### src/rtl/gpio_pkg.sv
package gpio_pkg;
  localparam int unsigned STATUS_PINS = 3;
  localparam int unsigned ADDR_W      = 2;

  typedef enum logic [ADDR_W-1:0] {
    SEL_DIR  = 2'd0,
    SEL_OUT  = 2'd1,
    SEL_IN   = 2'd2,
    SEL_NONE = 2'd3
  } reg_sel_e;
endpackage

### src/rtl/gpio_rst_sync.sv
module gpio_rst_sync (
  input  logic clk,
  input  logic arst_n,
  output logic rst_n_sync
);
  logic [1:0] stage_q;
  logic [1:0] stage_d;

  always_comb begin
    stage_d = {stage_q[0], 1'b1};
  end

  always_ff @(posedge clk or negedge arst_n) begin
    if (!arst_n) stage_q <= 2'b00;
    else         stage_q <= stage_d;
  end

  assign rst_n_sync = stage_q[1];
endmodule

### src/rtl/gpio_strap_timer.sv
module gpio_strap_timer #(
  parameter int unsigned STRAP_CYCLES = 4000
) (
  input  logic clk,
  input  logic rst_n,
  output logic strap_active
);
  localparam int unsigned CNT_W = $clog2(STRAP_CYCLES + 1);
  localparam logic [CNT_W-1:0] CNT_END = CNT_W'(STRAP_CYCLES);

  logic [CNT_W-1:0] cnt_q;
  logic [CNT_W-1:0] cnt_d;
  logic             cnt_en;

  assign strap_active = (cnt_q != CNT_END);
  assign cnt_en       = strap_active;

  always_comb begin
    cnt_d = cnt_q + CNT_W'(1);
  end

  always_ff @(posedge clk or negedge rst_n) begin
    if (!rst_n)      cnt_q <= '0;
    else if (cnt_en) cnt_q <= cnt_d;
  end
endmodule

### src/rtl/gpio_in_sync.sv
module gpio_in_sync #(
  parameter int unsigned WIDTH = 16
) (
  input  logic             clk,
  input  logic             rst_n,
  input  logic [WIDTH-1:0] d_async,
  output logic [WIDTH-1:0] q_sync
);
  for (genvar i = 0; i < WIDTH; i++) begin : g_bit
    logic meta_q;
    logic hold_q;
    always_ff @(posedge clk or negedge rst_n) begin
      if (!rst_n) begin
        meta_q <= 1'b0;
        hold_q <= 1'b0;
      end else begin
        meta_q <= d_async[i];
        hold_q <= meta_q;
      end
    end
    assign q_sync[i] = hold_q;
  end
endmodule

### src/rtl/gpio_regs.sv
module gpio_regs
  import gpio_pkg::*;
#(
  parameter int unsigned PIN_COUNT = 16
) (
  input  logic                 clk,
  input  logic                 rst_n,
  input  logic                 strap_active,
  input  logic                 wr_en,
  input  logic [ADDR_W-1:0]    addr,
  input  logic [PIN_COUNT-1:0] wdata,
  output logic [PIN_COUNT-1:0] dir_q,
  output logic [PIN_COUNT-1:0] dout_q
);
  logic                 dir_we;
  logic                 dout_we;
  logic [PIN_COUNT-1:0] dir_d;
  logic [PIN_COUNT-1:0] dout_d;

  always_comb begin
    dir_we  = wr_en && (addr == SEL_DIR) && !strap_active;
    dout_we = wr_en && (addr == SEL_OUT);
    dir_d   = wdata;
    dout_d  = wdata;
  end

  always_ff @(posedge clk or negedge rst_n) begin
    if (!rst_n)      dir_q <= '0;
    else if (dir_we) dir_q <= dir_d;
  end

  always_ff @(posedge clk or negedge rst_n) begin
    if (!rst_n)       dout_q <= '0;
    else if (dout_we) dout_q <= dout_d;
  end
endmodule

### src/rtl/gpio_pin_drive.sv
module gpio_pin_drive
  import gpio_pkg::*;
#(
  parameter int unsigned PIN_COUNT = 16
) (
  input  logic [STATUS_PINS-1:0] status_vec,
  input  logic [PIN_COUNT-1:0]   dir_q,
  input  logic [PIN_COUNT-1:0]   dout_q,
  input  logic                   strap_active,
  input  logic [PIN_COUNT-1:0]   sync_in,
  output logic [PIN_COUNT-1:0]   pad_out,
  output logic [PIN_COUNT-1:0]   pad_oe,
  output logic [PIN_COUNT-1:0]   pin_view
);
  for (genvar i = 0; i < PIN_COUNT; i++) begin : g_pin
    if (i < STATUS_PINS) begin : g_status
      assign pad_out[i] = status_vec[i];
    end else begin : g_soft
      assign pad_out[i] = dout_q[i];
    end
    assign pad_oe[i]   = dir_q[i] & ~strap_active;
    assign pin_view[i] = pad_oe[i] ? pad_out[i] : sync_in[i];
  end
endmodule

### src/rtl/gpio_status_port.sv
module gpio_status_port
  import gpio_pkg::*;
#(
  parameter int unsigned PIN_COUNT    = 16,
  parameter int unsigned STRAP_CYCLES = 4000
) (
  input  logic                 clk,
  input  logic                 rst_n,
  input  logic                 reg_wr,
  input  logic [ADDR_W-1:0]    reg_addr,
  input  logic [PIN_COUNT-1:0] reg_wdata,
  output logic [PIN_COUNT-1:0] reg_rdata,
  input  logic                 ecc_dpath_err,
  input  logic                 ecc_ctrl_err,
  input  logic                 link_up,
  input  logic                 irq_pending,
  input  logic [PIN_COUNT-1:0] pad_in,
  output logic [PIN_COUNT-1:0] pad_out,
  output logic [PIN_COUNT-1:0] pad_oe
);
  logic                   rst_n_sync;
  logic                   strap_active;
  logic [PIN_COUNT-1:0]   dir_q;
  logic [PIN_COUNT-1:0]   dout_q;
  logic [PIN_COUNT-1:0]   sync_q;
  logic [PIN_COUNT-1:0]   pin_view;
  logic [STATUS_PINS-1:0] status_vec;

  assign status_vec = {irq_pending, ~link_up, ecc_dpath_err | ecc_ctrl_err};

  gpio_rst_sync u_rst (
    .clk        (clk),
    .arst_n     (rst_n),
    .rst_n_sync (rst_n_sync)
  );

  gpio_strap_timer #(.STRAP_CYCLES(STRAP_CYCLES)) u_strap (
    .clk          (clk),
    .rst_n        (rst_n_sync),
    .strap_active (strap_active)
  );

  gpio_in_sync #(.WIDTH(PIN_COUNT)) u_sync (
    .clk     (clk),
    .rst_n   (rst_n_sync),
    .d_async (pad_in),
    .q_sync  (sync_q)
  );

  gpio_regs #(.PIN_COUNT(PIN_COUNT)) u_regs (
    .clk          (clk),
    .rst_n        (rst_n_sync),
    .strap_active (strap_active),
    .wr_en        (reg_wr),
    .addr         (reg_addr),
    .wdata        (reg_wdata),
    .dir_q        (dir_q),
    .dout_q       (dout_q)
  );

  gpio_pin_drive #(.PIN_COUNT(PIN_COUNT)) u_drive (
    .status_vec   (status_vec),
    .dir_q        (dir_q),
    .dout_q       (dout_q),
    .strap_active (strap_active),
    .sync_in      (sync_q),
    .pad_out      (pad_out),
    .pad_oe       (pad_oe),
    .pin_view     (pin_view)
  );

  always_comb begin
    unique case (reg_addr)
      SEL_DIR: reg_rdata = dir_q;
      SEL_OUT: reg_rdata = dout_q;
      SEL_IN:  reg_rdata = pin_view;
      default: reg_rdata = '0;
    endcase
  end
endmodule

### config.mk
export PLATFORM = sky130hd
export DESIGN_NAME = gpio_status_port
export DESIGN_NICKNAME = d
export VERILOG_FILES = /design/src/rtl/gpio_pkg.sv /design/src/rtl/gpio_rst_sync.sv /design/src/rtl/gpio_strap_timer.sv /design/src/rtl/gpio_in_sync.sv /design/src/rtl/gpio_regs.sv /design/src/rtl/gpio_pin_drive.sv /design/src/rtl/gpio_status_port.sv
export SDC_FILE = /design/constraint.sdc
export NUM_CORES = 1
export LEC_CHECK = 0
export ABC_CLOCK_PERIOD_IN_PS = 2500
export BUFFER_PORTS_ARGS = -buffer_cell sky130_fd_sc_hd__clkbuf_2
export CAP_MARGIN = 0
export CELL_PAD_IN_SITES_DETAIL_PLACEMENT = 1
export CELL_PAD_IN_SITES_GLOBAL_PLACEMENT = 1
export CORE_UTILIZATION = 25
export DETAILED_ROUTE_END_ITERATION = 10
export GPL_ROUTABILITY_DRIVEN = 0
export GPL_TIMING_DRIVEN = 0
export PLACE_DENSITY = 0.57
export SETUP_SLACK_MARGIN = 0.15
export SYNTH_ARGS = -nofsm -noshare
export SYNTH_HDL_FRONTEND = slang
export SYNTH_SLANG_ARGS = --single-unit
### constraint.sdc
create_clock -name clk -period 2.5 [get_ports clk]
set_input_delay 0.5 -clock clk [delete_from_list [all_inputs] [get_ports clk]]
set_output_delay 0.5 -clock clk [all_outputs]
set_load 0.01 [all_outputs]
# After elaboration in Yosys (flattened, before gate mapping)
# Cells that the tools add are included.
# op_classes
n_addsub,1
n_eq_ne,3
muxes,17
bitwise_logic,19
reduce_logical,5
# op_table
cell,n
16-bit one-hot mux with 3 select lines,1
1-bit bitwise AND,16
1-bit 2-to-1 mux,16
12-bit by 1-bit adder with 12-bit output (second input constant),1
12-bit != test (second input constant),1
1-bit logical AND,3
2-bit by 1-bit == test with 1-bit output (second input constant),1
2-bit == test (second input constant),1
2-bit zero test,1
1-bit inverter,2
1-bit zero test,1
1-bit bitwise OR,1
# word_totals
reg_bits,78
in_bits,41
output_inout_bits,48
word_cells,81

# Logic depth before layout (Yosys ltp)
# Gate-level depths: netlist (run 1).
# logic_depth
depth_word,5
depth_mapped,9
ltp_nobuf,6

# Modules after synthesis
# A second synthesis (run 1) with hierarchy kept.
# unflattened
cells_unflattened,260
hier_area_um2,3674.8
# by_module_without_submodules
mod,instances,cells_per_inst,area_each_um2,seq_area_each_um2
gpio_regs,1,68,1212.4,800.8
gpio_in_sync,1,48,920.9,800.8
gpio_strap_timer,1,51,571.8,300.3
gpio_pin_drive,1,49,524.3,0.0
gpio_status_port,1,41,391.6,0.0
gpio_rst_sync,1,3,53.8,50.0

# Worst setup path after synthesis (run 1)
# No wires, ideal clock.
# synth_path
path_kind,flip-flop to output port
from,register u_strap.cnt_q[0]
to,output reg_rdata[0]
arrival_time_ns,1.776
required_time_ns,2.000
slack_ns,0.224
stages_incl_launch_ff,9
path_buffers,2
cell_sequence,dfrtp_1 > inv_1 > ha_1 > and4_1 > and3_1 > buf_2 > buf_2 > a21oi_1 > o32ai_1
# synth_via
elab_chain_len,5
# synth_rtl
element,line,rtl
"start, declared",gpio_strap_timer.sv:11,logic [CNT_W-1:0] cnt_q;
"start signal, assigned",gpio_strap_timer.sv:24,else if (cnt_en) cnt_q <= cnt_d;
12-bit != test,gpio_strap_timer.sv:15,assign strap_active = (cnt_q != CNT_END);
1-bit inverter,gpio_pin_drive.sv:21,assign pad_oe[i] = dir_q[i] & ~strap_active;
1-bit bitwise AND,gpio_pin_drive.sv:21,
1-bit 2-to-1 mux,gpio_pin_drive.sv:22,assign pin_view[i] = pad_oe[i] ? pad_out[i] : sync_in[i];
16-bit one-hot mux with 3 select lines,gpio_status_port.sv:73,unique case (reg_addr)
"end, declared",gpio_status_port.sv:12,"output logic [PIN_COUNT-1:0] reg_rdata,"
# Every way passes these cells.

# Final worst setup path (run 1)
# layout_path
from,register u_strap.cnt_q[1]
to,output reg_rdata[4]
# The elaborated chain is that of the path after synthesis.

==> flow_metrics.tcl, run 1 <==
set metrics [dict create \
    seq_area_frac_synth_pct 55.1 \
    clk_latency_ns 0.34 \
    worstSetupEndpointType "output port" \
    core_um2 13800 \
    final_nets 453 \
    synth_top_flop_cell "dfrtp_1" \
    drtIter0Drc 81 \
    grt_max_degree 41 \
    max_stage_delay_ns 0.36 \
    cts-root-buf "clkbuf_16" \
    wirelength_um 10100 \
    cts_buffers 9 \
    rsz0062_at_grt "true" \
    fillers 1503 \
    cts.reportedPaths.clkPinSlew_ns 0.06 \
    syn_inst 296 \
    die_height_um 121 \
    drc_errors 0 \
    wl_per_cell_um 16.9 \
    grt_pass1_wl_um 15800 \
    ant_nets 0 \
    finalHoldViolCount 0 \
    synth_area_leaders "dfrtp_1, mux2_2, mux2_4" \
    yosysWarnings 0 \
    ys_types 35 \
    maxSlewHeadroom_pct 58.9 \
    dp_worst_setup_slack_ns -0.223 \
    tightest_slew_ns 0.617 \
    layout_common_cells "dfrtp_1, clkbuf_2, mux2_2, buf_4, nand2_1" \
    antenna_found_initial 0 \
    final_core_util_pct 36.0 \
    fin_cells 595 \
    min_period_ns 2.60 \
    setup_slack_ns -0.0987 \
    syn_nets 339 \
    drv_slew 0 \
    synthesis.area_um2 3540 \
    grt-ovfl-total 0 \
    final_common_cell "dfrtp_1" \
    path_common_cell "buf_6" \
    post_drt_via_cell_ratio 4.61 \
    setup_viol 15 \
    setup-tns-final_ns -0.757 \
    leakagePower_nw 2.40 \
    synth.avg_cell_area_um2 12.0 \
    worstPathArrival_ns 2.10 \
    critPathSlowestCell "dfrtp_1" \
    die-width_um 121 \
    p_total_mw 3.21 \
    cts_tree "yes" \
    io-pin-count 89 \
    ir_worst_vdd_uv 331 \
    rows 43 \
    start_util_pct 25.6 \
    path_max_fanout 5 \
    cp-startpoint "u_strap.cnt_q[1]$_DFFE_PN0P_" \
    r2r-start "u_strap.cnt_q[1]$_DFFE_PN0P_" \
    wl_met2_um 4910 \
    top_layer "met4" \
    violations "setup timing" \
    numPortBuffers 87 \
    fin_crit_sh_pct 104 \
    hp-class "in2reg" \
    fmax_mhz 385 \
    synth_enable_flop_cells 0 \
    insertedDiodeCount 0 \
    cts_max_path_buffers 2 \
    area_delta_synth_final_pct 40.7 \
    fin_worst_skew_ns 0.00438 \
    num_vias 2740 \
    synth_top_cell_by_area "dfrtp_1" \
    dieArea_um2 14600 \
    synthArstFlopShare_pct 100 \
    min_from "pad_in[7]" \
    first_pass_iters 4 \
    grt_pass1_vias 2882 \
    critPathLaunchType "flip-flop" \
    p_per_area_nw_per_um2 645 \
    holdWs_ns 0.263 \
    synth_seq_cells 78 \
    design_area_um2 4980 \
    track_usage_pct 14.6 \
    wl_met3_um 483 \
    dpl.hpwl_um 7070 \
    synth_top_area_share_pct 55.1 \
    cts_sinks 78 \
    drive_above_1_share_pct 49.6 \
    status "finished, violations left" \
    critical_path_class "reg2out" \
    place_area_um2 4230 \
    drv_cap 0 \
    htree_levels 3 \
    m1WireLength_um 4480 \
    dp.cells 564 \
    worstPathCellList "inv_2, ha_4, and4_4, and3_4, buf_8, buf_6, buf_16, a211o_1, nand3_2, buf_6" \
    critPathRequiredTime_ns 2.00 \
]
-- logic make-up (layout without fill, tap and decap cells) --
logic type      count (synthesis)  after routing  synth area share, %
buf+inv                        37            156                 6.22
simple gates                   97             97                 15.7
flops                          78             78                 55.1
fa+ha+maj                       2              2                0.706
xor+xnor                        9              9                 2.23
compound gates                 33             33                 6.71
other cells                     1              1                0.106
mux                            39             39                 13.2
-- synth_stat cells (2+ instances only) --
master    number
xnor2_1        7
xor2_1         2
mux2_2        23
o22ai_1        2
inv_1          6
and4_1         3
a211o_1       12
a31oi_1       12
mux2_4        10
nand4_1       18
buf_1          2
and3_1        14
ha_1           2
nand3_1       18
mux2i_1        6
nor2_1         3
o21ai_0        2
buf_2          4
dfrtp_1       78
and2_1        17
nand2_1       19
buf_4         14
clkbuf_1       9
a21oi_1        2
-- power by group --
group          total, mW  switching, mW  internal [mW]
combinational      0.388          0.177          0.211
sequential          1.42         0.0770           1.34
clock               1.41          0.532          0.877
-- registers in the layout (all words and copies together) (netlist names) --
| name | cells |
|---|---|
| u_regs.dir_q | 16 |
| u_sync.g_bit.meta_q | 16 |
| u_rst.stage_q | 2 |
| u_sync.g_bit.hold_q | 16 |
| u_strap.cnt_q | 12 |
| u_regs.dout_q | 16 |
-- critical path: cells and delay by family, from the launching register on --
| kind | cells | cell delay [ns] |
|---|---|---|
| AOI/OAI and AO/OA | 1 | 0.30 |
| adders and majority gates | 1 | 0.16 |
| buffers and inverters | 5 | 0.54 |
| DFF | 1 | 0.36 |
| and+or+nand+nor | 3 | 0.41 |
-- cell type report --
| type | count | area, um^2 | share of cell area [%] |
|---|---|---|---|
| Inverter | 6 | 22.5 | 0.452 |
| Multi-Input combinational cell | 181 | 1480 | 29.8 |
| Buffer | 31 | 262 | 5.25 |
| Sequential cell | 78 | 1960 | 39.3 |
| Clock buffer | 9 | 225 | 4.52 |
| Timing Repair Buffer | 103 | 709 | 14.2 |
| Tap cell | 180 | 225 | 4.52 |
| Clock inverter | 7 | 97.6 | 1.96 |
-- what timing repair did --
action / in CTS / in global routing
hold endpoints to repair: 2 / 0
buffers inserted: 9 / 3
pin swaps: 18 / 7
hold buffers: 1 / 0
setup endpoints to repair: 30 / 30
cloned: 2 / 0
resized for setup: 40 / 47
-- final timing paths --
kind	slack, ns	depth (start not counted)	to
setup reg to reg	0.30	10	u_regs.dir_q[13]$_DFFE_PN0P_
setup / recovery	-0.1	10	reg_rdata[4]
hold / removal	0.26	1	u_sync.g_bit[7].meta_q$_DFF_PN0_
min in group asynchronous	0.31	0	u_sync.g_bit[2].meta_q$_DFF_PN0_
max in group asynchronous	1.62	1	u_sync.g_bit[3].hold_q$_DFF_PN0_
hold reg to reg	0.31	0	u_sync.g_bit[2].meta_q$_DFF_PN0_
-- metal layers --
metal | track usage [%] | vias up
li1 | - | 1288
met1 | 18.2 | 1351
met2 | 23.7 | 87
met3 | 3.85 | 14
met4 | 6.25 | 0
met5 | 0 | -
(Power assumes the default switching activity.)
==> run 2: changes to the inputs <==
--- a/config.mk
+++ b/config.mk
@@ -5,6 +5,7 @@
 export SDC_FILE = /design/constraint.sdc
 export NUM_CORES = 1
 export LEC_CHECK = 0
+export ABC_AREA = 1
 export ABC_CLOCK_PERIOD_IN_PS = 2500
 export BUFFER_PORTS_ARGS = -buffer_cell sky130_fd_sc_hd__clkbuf_2
 export CAP_MARGIN = 0
@@ -14,7 +15,7 @@
 export DETAILED_ROUTE_END_ITERATION = 10
 export GPL_ROUTABILITY_DRIVEN = 0
 export GPL_TIMING_DRIVEN = 0
-export PLACE_DENSITY = 0.57
+export PLACE_DENSITY = 0.59
 export SETUP_SLACK_MARGIN = 0.15
 export SYNTH_ARGS = -nofsm -noshare
 export SYNTH_HDL_FRONTEND = slang
==> run 2 against run 1 <==
  * The run now ends clean
  * Sequential power down 3%
  * Routed wire length up 15%
  * Total power down 5.9%
  * Combinational power down 11%
  * First-iteration DRC count up 62%
  * Maximum frequency up 9.0%
  * Global-route usage up 1.3 points
  * Final area up 2.2%
  * Worst hold slack worse by 0.020 ns
  * Synthesized cell count up 48%
  * Largest cell class unchanged
==> flow_metrics.tcl, run 2 <==
set metrics [dict create \
    status "completed" \
    drive_above_1_share_pct 35.6 \
    crit_end "reg_rdata[6]" \
    die_height_um 125 \
    fmax_mhz 419 \
    dpl.hpwl_um 8150 \
    ir_worst_vdd_uv 329 \
    wirelength_um 11500 \
    place_area_um2 4460 \
    grt_max_degree 54 \
    crit_family "simple AND/OR/NAND/NOR gates" \
    wl_met3_um 517 \
    ant_nets 0 \
    numPortBuffers 88 \
    leakagePower_nw 2.73 \
    setup-tns-final_ns 0 \
    syn_inst 438 \
    tightest_slew_ns 0.555 \
    min_period_ns 2.39 \
    r2r-start "u_strap.cnt_q[1]$_DFFE_PN0P_" \
    post_drt_via_cell_ratio 4.46 \
    drtIter0Drc 131 \
    finalHoldViolCount 0 \
    top_layer "met4" \
    fin_worst_skew_ns 0.00487 \
    rsz0062_at_grt "true" \
    worstPathArrival_ns 1.89 \
    htree_levels 3 \
    grt-ovfl-total 0 \
    setup_viol 0 \
    cts_buffers 9 \
    insertedDiodeCount 0 \
    m1WireLength_um 5010 \
    synthesis.area_um2 3760 \
    synth_top_flop_cell "dfrtp_1" \
    synth_top_area_share_pct 51.9 \
    critPathRequiredTime_ns 2.00 \
    reg2reg_slack_ns 0.79 \
    num_vias 3353 \
    rr_endpoint "u_regs.dir_q[3]$_DFFE_PN0P_" \
    first_pass_iters 5 \
    rows 44 \
    synth_common_cells "inv_1, nand2_1, dfrtp_1" \
    final_nets 606 \
    hp-class "reg2async" \
    wl_met2_um 5700 \
    dp.cells 711 \
    rr_worst_depth 10 \
    synth.avg_cell_area_um2 8.58 \
    synthArstFlopShare_pct 100 \
    path_max_fanout 5 \
    track_usage_pct 15.9 \
    cts.reportedPaths.clkPinSlew_ns 0.06 \
    synth_top_cell_by_area "dfrtp_1" \
    yosysWarnings 0 \
    cts_tree "yes" \
    cts_sinks 78 \
    syn_nets 481 \
    cts_max_path_buffers 2 \
    maxSlewHeadroom_pct 63.0 \
    design_area_um2 5090 \
    final_core_util_pct 34.9 \
    crit_cells 10 \
    critPathLaunchType "flip-flop" \
    dieArea_um2 15500 \
    grt_pass1_wl_um 19100 \
    seq_area_frac_synth_pct 51.9 \
    io-pin-count 89 \
    clk_latency_ns 0.35 \
    synth_enable_flop_cells 0 \
    cp-startpoint "u_strap.cnt_q[1]$_DFFE_PN0P_" \
    path_buf_inv 3 \
    cts-root-buf "clkbuf_16" \
    fin_crit_sh_pct 95.4 \
    max_stage_delay_ns 0.39 \
    drv_slew 0 \
    final_common_cell "nand2_1" \
    drc_errors 0 \
    p_per_area_nw_per_um2 593 \
    area_delta_synth_final_pct 35.6 \
    synth_area_leaders "dfrtp_1, inv_1, nand2_1" \
    critPathSlowestCell "dfrtp_1" \
    worstPathCellList "inv_2, ha_4, nand2_4, nor2_4, buf_6, nand4_1, nand2_1, nand3_1, nand2_1, buf_2" \
    worstSetupEndpointType "output port" \
    path_common_cell "nand2_1" \
    core_um2 14600 \
    fin_cells 752 \
    drv_cap 0 \
    grt_pass1_vias 3761 \
    layout_common_cells "nand2_1, inv_1, dfrtp_1" \
    die-width_um 125 \
    wl_per_cell_um 15.4 \
    ys_types 24 \
    critical_path_class "reg2out" \
    synth_seq_cells 78 \
    start_util_pct 25.8 \
    antenna_found_initial 0 \
]
==> run 2: cell count changes after synthesis, sizes merged, moves of 14 or more <==
cell,delta
nand2,+74
nand4,+16
o21ai,+44
and2,-16
nand3,+18
and3,-14
inv,+88
mux2,-33
==> run 2: report_power, final <==
part           switching [mW]  total, mW  internal [mW]
registers              0.0501       1.38           1.33
clock network           0.532       1.30          0.765
logic                   0.194      0.344          0.150
==> run 2: stage by stage <==
| step | worst slack [ns] | total power, mW | hold WS [ns] |
|---|---|---|---|
| 6_report | 0.115 | 3.02 | 0.243 |
| 3_3_place_gp | -0.795 | 1.74 | 0.286 |
| 2_1_floorplan | 0.167 | 1.59 | 0.204 |
| 4_1_cts | 0.0951 | 3.07 | 0.245 |
| 5_1_grt | 0.000348 | 3.17 | 0.249 |
| 3_5_place_dp | -0.0793 | 1.75 | 0.248 |
==> run 2: cell type report <==
class,count,area (um^2)
Sequential cell,78,1960
Clock inverter,7,65.1
Inverter,94,353
Buffer,29,216
Multi-Input combinational cell,237,1290
Tap cell,184,230
Clock buffer,9,225
Fill cell,1758,9490
Timing Repair Buffer,114,753
==> run 2: worst reg2reg max path, delay by kind of cell, from the launching register on <==
kind	cells	cell delay [ns]
adders and majority gates	1	0.15
AOI/OAI and AO/OA	1	0.06
buffers and inverters	4	0.56
and+or+nand+nor	4	0.44
DFF	1	0.39
==> run 2: cells by family (layout without fill, tap and decap cells) <==
kind of cell | Yosys count | after routing | synth area share, %
and+or+nand+nor | 178 | 178 | 22.7
buffers and inverters | 123 | 253 | 14.5
DFF | 78 | 78 | 51.9
AOI/OAI and AO/OA | 46 | 46 | 7.72
xor gates and xnor gates | 10 | 10 | 2.33
adders and majority gates | 2 | 2 | 0.666
other | 1 | 1 | 0.0998
==> run 2: per-layer routing <==
layer,global-route usage [%],vias to the layer above
met5,0,-
met1,19.4,1636
met2,26.2,87
li1,-,1609
met3,3.05,21
met4,9.07,0
==> run 2: worst min path at each step <==
stage / from / to / slack, ns / depth (start not counted)
after floorplan: rst_n / u_rst.stage_q[0]$_DFF_PN0_ / 0.20 / 0
after global placement: rst_n / u_rst.stage_q[0]$_DFF_PN0_ / 0.29 / 1
after detailed placement: u_rst.stage_q[1]$_DFF_PN0_ / u_sync.g_bit[7].meta_q$_DFF_PN0_ / 0.25 / 0
after CTS: pad_in[6] / u_sync.g_bit[6].meta_q$_DFF_PN0_ / 0.24 / 1
after global routing: pad_in[12] / u_sync.g_bit[12].meta_q$_DFF_PN0_ / 0.25 / 1
final: u_rst.stage_q[1]$_DFF_PN0_ / u_sync.g_bit[7].meta_q$_DFF_PN0_ / 0.24 / 0
==> run 2: repair_timing <==
item                       in CTS  in global routing
gates resized for setup        18                 47
hold buffers                    1                  0
hold endpoints to repair        2                  0
buffers inserted               22                  1
pin swaps                      13                 10
setup endpoints to repair      26                 30
cloned                          1                  0
